===== src/rtl/acq_trig_pkg.sv =====
package acq_trig_pkg;
   // status vector bit positions
   localparam int ST_SW    = 0;
   localparam int ST_CASC  = 1;
   localparam int ST_HW    = 2;
   localparam int ST_ARMED = 3;
   localparam int ST_ANY   = 4;
   localparam int ST_FRZ   = 5;
   localparam int ST_W     = 6;

   // edge-detected control levels
   localparam int CE_SW  = 0;
   localparam int CE_ARM = 1;
   localparam int CE_CLR = 2;
   localparam int CE_FRZ = 3;
   localparam int CE_W   = 4;

   // sticky flag bank slots
   localparam int SK_SW   = 0;
   localparam int SK_CASC = 1;
   localparam int SK_HW   = 2;
   localparam int SK_ANY  = 3;
   localparam int SK_FRZ  = 4;
   localparam int SK_W    = 5;

   typedef struct packed {
      logic hw;
      logic casc;
      logic sw;
   } trig_src_t;
endpackage


===== src/rtl/atc_rise_det.sv =====
module atc_rise_det #(
   parameter int W = 4
) (
   input  logic         clk,
   input  logic         rst_n,
   input  logic [W-1:0] lvl_i,
   output logic [W-1:0] rise_o
);
   if (W < 1) begin : g_bad_w
      $error("atc_rise_det: W must be at least 1");
   end

   logic [W-1:0] prev_q;

   always_ff @(posedge clk) begin
      if (!rst_n) prev_q <= '0;
      else        prev_q <= lvl_i;
   end

   assign rise_o = lvl_i & ~prev_q;
endmodule


===== src/rtl/atc_sticky.sv =====
module atc_sticky #(
   parameter int N = 5
) (
   input  logic         clk,
   input  logic         rst_n,
   input  logic [N-1:0] set_i,
   input  logic         clr_i,
   output logic [N-1:0] flag_o
);
   if (N < 1) begin : g_bad_n
      $error("atc_sticky: N must be at least 1");
   end

   for (genvar i = 0; i < N; i++) begin : g_flag
      logic q;
      always_ff @(posedge clk) begin
         if (!rst_n)        q <= 1'b0;
         else if (set_i[i]) q <= 1'b1;   // set has priority over clear
         else if (clr_i)    q <= 1'b0;
      end
      assign flag_o[i] = q;
   end
endmodule


===== src/rtl/atc_event_cnt.sv =====
module atc_event_cnt #(
   parameter int W   = 32,
   parameter bit SAT = 1'b0
) (
   input  logic         clk,
   input  logic         rst_n,
   input  logic         inc_i,
   output logic [W-1:0] cnt_o
);
   localparam logic [W-1:0] CNT_MAX = {W{1'b1}};

   if (W < 2 || W > 64) begin : g_bad_w
      $error("atc_event_cnt: W must lie in 2..64");
   end

   logic [W-1:0] cnt_q;

   if (SAT) begin : g_sat
      always_ff @(posedge clk) begin
         if (!rst_n)                        cnt_q <= '0;
         else if (inc_i && cnt_q != CNT_MAX) cnt_q <= cnt_q + 1'b1;
      end
   end else begin : g_wrap
      always_ff @(posedge clk) begin
         if (!rst_n)     cnt_q <= '0;
         else if (inc_i) cnt_q <= cnt_q + 1'b1;
      end
   end

   assign cnt_o = cnt_q;
endmodule


===== src/rtl/atc_arm_ctl.sv =====
module atc_arm_ctl (
   input  logic clk,
   input  logic rst_n,
   input  logic arm_rise_i,
   input  logic auto_rearm_i,
   input  logic hw_pulse_i,
   output logic armed_o,
   output logic hw_accept_o
);
   logic armed_q;

   assign hw_accept_o = hw_pulse_i & armed_q;

   always_ff @(posedge clk) begin
      if (!rst_n)                          armed_q <= 1'b0;
      else if (arm_rise_i)                 armed_q <= 1'b1;   // arm wins over disarm
      else if (hw_accept_o && !auto_rearm_i) armed_q <= 1'b0;
   end

   assign armed_o = armed_q;
endmodule


===== src/rtl/acq_trig_ctrl.sv =====
module acq_trig_ctrl
   import acq_trig_pkg::*;
#(
   parameter int CNT_W   = 32,
   parameter bit CNT_SAT = 1'b0
) (
   input  logic             clk,
   input  logic             rst_n,
   input  logic             sw_trig_i,
   input  logic             casc_en_i,
   input  logic             casc_trig_i,
   input  logic             arm_i,
   input  logic             auto_rearm_i,
   input  logic             hw_trig_i,
   input  logic             clr_i,
   input  logic             sw_freeze_i,
   input  logic             hw_freeze_en_i,
   input  logic             hw_freeze_req_i,
   output logic             acq_trig_o,
   output logic             freeze_o,
   output logic [5:0]       stat_o,
   output logic [CNT_W-1:0] trig_count_o
);
   if (CNT_W < 2 || CNT_W > 64) begin : g_bad_cnt
      $error("acq_trig_ctrl: CNT_W must lie in 2..64");
   end
   if (ST_W != 6) begin : g_bad_st
      $error("acq_trig_ctrl: status width mismatch");
   end

   logic [CE_W-1:0] ctl_lvl, ctl_rise;
   logic [SK_W-1:0] sk_set, sk_flag;
   trig_src_t       src;
   logic            armed, hw_acc, any_ev, frz_ev;
   logic            trig_q, frz_q;

   always_comb begin
      ctl_lvl         = '0;
      ctl_lvl[CE_SW]  = sw_trig_i;
      ctl_lvl[CE_ARM] = arm_i;
      ctl_lvl[CE_CLR] = clr_i;
      ctl_lvl[CE_FRZ] = sw_freeze_i;
   end

   atc_rise_det #(.W(CE_W)) u_rise (
      .clk    (clk),
      .rst_n  (rst_n),
      .lvl_i  (ctl_lvl),
      .rise_o (ctl_rise)
   );

   atc_arm_ctl u_arm (
      .clk          (clk),
      .rst_n        (rst_n),
      .arm_rise_i   (ctl_rise[CE_ARM]),
      .auto_rearm_i (auto_rearm_i),
      .hw_pulse_i   (hw_trig_i),
      .armed_o      (armed),
      .hw_accept_o  (hw_acc)
   );

   always_comb begin
      src.sw   = ctl_rise[CE_SW];
      src.casc = casc_en_i & casc_trig_i;
      src.hw   = hw_acc;
      any_ev   = |src;
      frz_ev   = ctl_rise[CE_FRZ] | (hw_freeze_en_i & hw_freeze_req_i);

      sk_set          = '0;
      sk_set[SK_SW]   = src.sw;
      sk_set[SK_CASC] = src.casc;
      sk_set[SK_HW]   = src.hw;
      sk_set[SK_ANY]  = any_ev;
      sk_set[SK_FRZ]  = frz_ev;
   end

   atc_sticky #(.N(SK_W)) u_sticky (
      .clk    (clk),
      .rst_n  (rst_n),
      .set_i  (sk_set),
      .clr_i  (ctl_rise[CE_CLR]),
      .flag_o (sk_flag)
   );

   atc_event_cnt #(.W(CNT_W), .SAT(CNT_SAT)) u_cnt (
      .clk   (clk),
      .rst_n (rst_n),
      .inc_i (any_ev),
      .cnt_o (trig_count_o)
   );

   always_ff @(posedge clk) begin
      if (!rst_n) begin
         trig_q <= 1'b0;
         frz_q  <= 1'b0;
      end else begin
         trig_q <= any_ev;
         frz_q  <= frz_ev;
      end
   end

   always_comb begin
      stat_o           = '0;
      stat_o[ST_SW]    = sk_flag[SK_SW];
      stat_o[ST_CASC]  = sk_flag[SK_CASC];
      stat_o[ST_HW]    = sk_flag[SK_HW];
      stat_o[ST_ARMED] = armed;
      stat_o[ST_ANY]   = sk_flag[SK_ANY];
      stat_o[ST_FRZ]   = sk_flag[SK_FRZ];
   end

   assign acq_trig_o = trig_q;
   assign freeze_o   = frz_q;
endmodule


===== config.mk =====
export PLATFORM = sky130hd
export DESIGN_NAME = acq_trig_ctrl
export DESIGN_NICKNAME = d
export VERILOG_FILES = /design/src/rtl/acq_trig_pkg.sv /design/src/rtl/atc_rise_det.sv /design/src/rtl/atc_sticky.sv /design/src/rtl/atc_event_cnt.sv /design/src/rtl/atc_arm_ctl.sv /design/src/rtl/acq_trig_ctrl.sv
export SDC_FILE = /design/constraint.sdc
export NUM_CORES = 1
export LEC_CHECK = 0
export BUFFER_PORTS_ARGS = -buffer_cell sky130_fd_sc_hd__buf_4
export CAP_MARGIN = 20
export CORE_ASPECT_RATIO = 2
export CORE_MARGIN = 1.5
export CORE_UTILIZATION = 47
export DETAILED_ROUTE_END_ITERATION = 10
export PLACE_DENSITY = 0.74
export SYNTH_ARGS = -nofsm -noshare
export SYNTH_HDL_FRONTEND = slang
export SYNTH_SLANG_ARGS = --single-unit

===== constraint.sdc =====
create_clock -name clk -period 1.9 [get_ports clk]
set_clock_uncertainty 0.2 [all_clocks]
set_input_delay 0.19 -clock clk [delete_from_list [all_inputs] [get_ports clk]]
set_output_delay 0.19 -clock clk [all_outputs]
set_load 0.01 [all_outputs]

# After elaboration in Yosys (flattened, before gate mapping)
# Cells that the tools add are included.
dict set report classes {
  n_addsub 1
  muxes 8
  bitwise 6
  reduce_logical 9
}
# op n
set op_table {}
lappend op_table {{32-bit by 1-bit adder with 32-bit output (second input constant)} 1}
lappend op_table {{2-bit nonzero test} 6}
lappend op_table {{1-bit two-way mux} 8}
lappend op_table {{4-bit bitwise AND} 1}
lappend op_table {{4-bit inverter} 1}
lappend op_table {{1-bit bitwise AND} 3}
lappend op_table {{3-bit OR reduction} 1}
lappend op_table {{1-bit logical AND} 1}
lappend op_table {{1-bit zero test} 1}
lappend op_table {{1-bit bitwise OR} 1}
dict set report totals {
  elab_cells 34
  output_inout_bits 40
  in_bits 12
  reg_bits 44
}

# Depth between registers and ports, before layout
dict set report depth {
  word_depth 4
  mapped_depth 6
}

# By module
# From an unflattened synthesis, not the netlist that was laid out.
dict set report unflattened {
  hier_cells 221
  hier_area_um2 2031.9
}
# mod cells_each seq_area_each_um2 area_each_um2 instances
set by_module_without_submodules {}
lappend by_module_without_submodules {atc_event_cnt 176 640.6 1562.7 1}
lappend by_module_without_submodules {atc_sticky 20 100.1 206.4 1}
lappend by_module_without_submodules {atc_rise_det 12 80.1 130.1 1}
lappend by_module_without_submodules {acq_trig_ctrl 8 40.0 83.8 1}
lappend by_module_without_submodules {atc_arm_ctl 5 20.0 48.8 1}

# Worst setup path before layout
# No wires, ideal clock.
dict set report synth_timing {
  path_kind {reg-to-reg}
  startpoint {register u_cnt.cnt_q[0] (netlist: u_cnt.cnt_o[0])}
  endpoint {register u_cnt.cnt_q[28] (netlist: u_cnt.cnt_o[28])}
  path_buffers 1
  path_slack_ns -0.154
  arrival_ns 1.783
  required_ns 1.628
  stages_incl_launch_ff 7
  synth_period_minus_slack_ns 2.054
  setup_ns 0.072
  path_cell_list {dfxtp_1 > ha_1 > nand3_1 > a211o_1 > clkbuf_1 > nor4_1 > mux2i_1}
}
dict set report synth_between {
  elab_chain_cells 1
}
# element line_no
set synth_lines {}
lappend synth_lines {{start, declared} atc_event_cnt.sv:16} ;# logic [W-1:0] cnt_q;
lappend synth_lines {{start signal, assigned} atc_event_cnt.sv:26} ;# else if (inc_i) cnt_q <= cnt_q + 1'b1;
lappend synth_lines {{32-bit by 1-bit adder with 32-bit output} atc_event_cnt.sv:26}
# No other way between the ends.
# A chain may end at the register's enable or synchronous reset.

# Final worst setup path
dict set report layout_timing {
  startpoint {register u_arm.armed_q (netlist: u_arm.armed_o)}
  endpoint {register u_cnt.cnt_q[19] (netlist: u_cnt.cnt_o[19])}
}
dict set report layout_between {
  elab_chain_cells 2
}
# element line_no
set layout_lines {}
lappend layout_lines {{start, declared} atc_arm_ctl.sv:10} ;# logic armed_q;
lappend layout_lines {{start signal, assigned} atc_arm_ctl.sv:15} ;# if (!rst_n) armed_q <= 1'b0;
lappend layout_lines {{start signal, assigned} atc_arm_ctl.sv:16} ;# else if (arm_rise_i) armed_q <= 1'b1;
lappend layout_lines {{start signal, assigned} atc_arm_ctl.sv:17} ;# else if (hw_accept_o && !auto_rearm_i) armed_q <= 1'b0;
lappend layout_lines {{1-bit bitwise AND} atc_arm_ctl.sv:12} ;# assign hw_accept_o = hw_pulse_i & armed_q;
lappend layout_lines {{3-bit OR reduction} acq_trig_ctrl.sv:66} ;# any_ev = |src;
# No other way between the ends.

==> impl_metrics.tcl <==
set metrics [dict create \
    vias 2138 \
    slew_headroom 0.731 \
    seq_area_frac_synth 0.436 \
    clkTransAtPathRegs_ns 0.10 \
    overflow 0 \
    cts.sink_count 44 \
    fp-row-count 33 \
    finish.utilization 0.776 \
    die_h_um 95.7 \
    via_per_inst 5.45 \
    layout-drive-gt1-share 0.432 \
    power.total_mw 1.93 \
    die-width_um 49.3 \
    worstPathArrival_ns 1.97 \
    power_per_cell_area_mw_per_mm2 609 \
    violations "setup timing" \
    number_of_drc_markers_after_the_initial_detailed_route_iteration 80 \
    total_non_filler_cell_area_in_the_finished_layout_mm2 0.00317 \
    cts_tree "done" \
    outcome "finished, violations left" \
    worst_ir_drop_vdd_uv 968 \
    slowest_delay_ns 0.54 \
    number_of_distinct_standard_cells_referenced_by_the_synthesized_netlist 36 \
    clock_latency_late_sink_ns 0.30 \
    report.final.hold_viol_count 0 \
    drv_cap 0 \
    fp.coreArea_mm2 0.00409 \
    timing.setup.critical_path_class "reg -> reg" \
    max-clock-path-buffers 2 \
    buf_inv_stages_crit_path 0 \
    dpl.hpwl_mm 3.87 \
    end_kind "flip-flop" \
    critPathSlowestCell "or4_4" \
    critical_path_peak_fanout 5 \
    setup.worst_path.start_class "flip-flop" \
    cts.root.buffer_cell "clkbuf_8" \
    drt_pass1_iterations 4 \
    worst_slack_ns -0.0322 \
    area_delta_synth_final_pct 57.2 \
    setup_viol_count_final 2 \
    initial_core_util 0.494 \
    drc 0 \
    synth_cells 229 \
    fmax_ghz 0.518 \
    mappedNetlistArea_mm2 0.00202 \
    first_pass_grt_wire_length_mm 8.85 \
    placed_cells 367 \
    place_ws_ns -0.0748 \
    synth_seq_cells 44 \
    ys.warnings.count 0 \
    grt_setup_unrepaired "true" \
    port-buffer-count 51 \
    tightest_slew_ns 0.403 \
    wl_mm 6.14 \
    design.final.nets 352 \
    final_min_period_over_clock_period 1.02 \
    clock_tree.htree_level_count 2 \
    slew_violations 0 \
    final_cell_count_no_fill 392 \
    grt_pass1_vias 2027 \
    numCtsBuffers 5 \
    post-route-min-period_ns 1.93 \
    placement.cell_area_mm2 0.00278 \
    critical_path.cell_chain "a22oi_2 -> a2111o_1 -> or4_4 -> a21oi_2" \
    worst_ep_required_time_ns 1.93 \
    average_cell_area_after_synthesis_um2 8.81 \
    power_leakage_nw 1.37 \
    grt_max_degree 27 \
    boundaryPins 52 \
    grt_antenna_before_repair 0 \
    critical-path-top-delay-family "compound AO/OA/AOI/OAI gates" \
    antenna-diode-count 0 \
    remaining_antenna_violation_count 0 \
    design.die.area_mm2 0.00472 \
    route.detailed.wl_per_inst_um 15.7 \
    globalplace.congestion 0.807 \
    grt.total_usage 0.244 \
    mappedNetlistNets 242 \
    worst_min_delay_path_category "in -> reg" \
]
-- cells in the final DEF, fill, tap and decap left out, types with 5 or more instances in the layout --
cell type and instances:
dlygate4sd3_1 9, inv_1 6, mux2i_1 10, nand2b_1 13, buf_4 107, dfxtp_1 34, or4_1 5, xnor2_1 9
nand2_1 21, nor2_1 14, nand4_1 7, o31ai_1 7, a21oi_1 19, nand3_1 8, dfxtp_2 9, o21ai_0 6
clkbuf_8 5, and2_1 5
-- layout make-up --
| type | instances | area [um^2] |
|---|---|---|
| Timing Repair Buffer | 119 | 927 |
| Clock buffer | 5 | 68.8 |
| Tap cell | 52 | 65.1 |
| Sequential cell | 44 | 896 |
| Multi-Input combinational cell | 163 | 1150 |
| Fill cell | 279 | 915 |
| Inverter | 6 | 22.5 |
| Clock inverter | 3 | 46.3 |
-- worst register-to-register path, stage by stage, from the launching register on --
cell and delay [ns]:
dfxtp_2 0.35, a22oi_2 0.10, a2111o_1 0.53, or4_4 0.55
a21oi_2 0.14
-- power by group --
| part | total, mW | switching [mW] | internal [mW] |
|---|---|---|---|
| Sequential | 0.967 | 0.0190 | 0.948 |
| Combinational | 0.217 | 0.102 | 0.115 |
| Clock | 0.747 | 0.351 | 0.397 |
| Total | 1.93 | 0.472 | 1.46 |
-- final timing paths --
check / from / to / slack (ns) / cells after the start
min: hw_trig_i / u_sticky.g_flag[2].q$_SDFFE_PN0P_ / 0.07 / 4
max: u_arm.armed_o$_SDFFE_PN0P_ / u_cnt.cnt_o[19]$_SDFFE_PN0P_ / -0.03 / 4
min reg2reg: u_cnt.cnt_o[28]$_SDFFE_PN0P_ / u_cnt.cnt_o[28]$_SDFFE_PN0P_ / 0.29 / 2
max reg2reg: u_arm.armed_o$_SDFFE_PN0P_ / u_cnt.cnt_o[19]$_SDFFE_PN0P_ / -0.03 / 4
-- through the flow --
stage	hold slack, ns	TNS [ns]
after floorplan	0.112	0
after global placement	0.205	-0.0854
after detailed placement	0.206	-0.396
after CTS	0.0736	-0.0112
after global routing	0.0832	-0.429
final	0.0676	-0.0527
-- sequential cells by signal (all words and copies together), names as in the netlist --
signal / cells
u_rise.prev_q: 4
acq_trig_o: 1
u_sticky.g_flag.q: 5
freeze_o: 1
u_cnt.cnt_o: 32
u_arm.armed_o: 1
-- cell usage after synthesis (all sizes together) --
library cell  number  area share
nor2b              1      0.0031
nor4               2      0.0062
or3                5       0.018
nor2              14       0.026
and3               2      0.0062
o21ai              6       0.015
or4                6       0.022
a21boi             1      0.0037
and2               5       0.015
a21oi             20       0.050
nand3b             3       0.011
nand2             21       0.039
nand2b            14       0.043
inv                6       0.011
nand3             11       0.027
clkbuf            10       0.019
a22oi              3       0.011
and4               3       0.013
o31ai              7       0.026
a2111oi            3       0.019
a211o              1      0.0043
or2                1      0.0031
a211oi             2      0.0074
dfxtp             44        0.44
nand4              8       0.028
xnor2              9       0.039
a2111o             1      0.0056
buf                7       0.028
nor3               1      0.0025
mux2i             10       0.050
a31o               1      0.0043
ha                 1      0.0062
-- per-layer routing --
| layer | vias up | track usage | wire length, um |
|---|---|---|---|
| met5 | - | 0 | 0 |
| met4 | 0 | 0.119 | 173 |
| met3 | 15 | 0.0376 | 163 |
| met2 | 49 | 0.486 | 3470 |
| met1 | 1043 | 0.233 | 2340 |
| li1 | 1031 | - | - |
-- repair_timing --
action / 4_1_cts / 5_1_grt
setup endpoints to repair: 10 / 19
gates cloned: 1 / 0
hold endpoints to repair: 7 / 0
gates resized for setup: 9 / 18
hold buffers: 9 / 0
setup buffers: 2 / 5
pin swaps: 6 / 8
-- logic make-up (layout without fill, tap and decap cells) --
logic type | after synthesis | in the layout | synth area share
compound gates | 45 | 46 | 0.146
xor+xnor | 9 | 9 | 0.0391
fa+ha+maj | 1 | 1 | 0.00620
buf+inv | 23 | 133 | 0.0577
flops | 44 | 44 | 0.436
mux | 10 | 10 | 0.0496
simple gates | 97 | 97 | 0.265
Note: power is estimated with default switching activity, not from simulation.
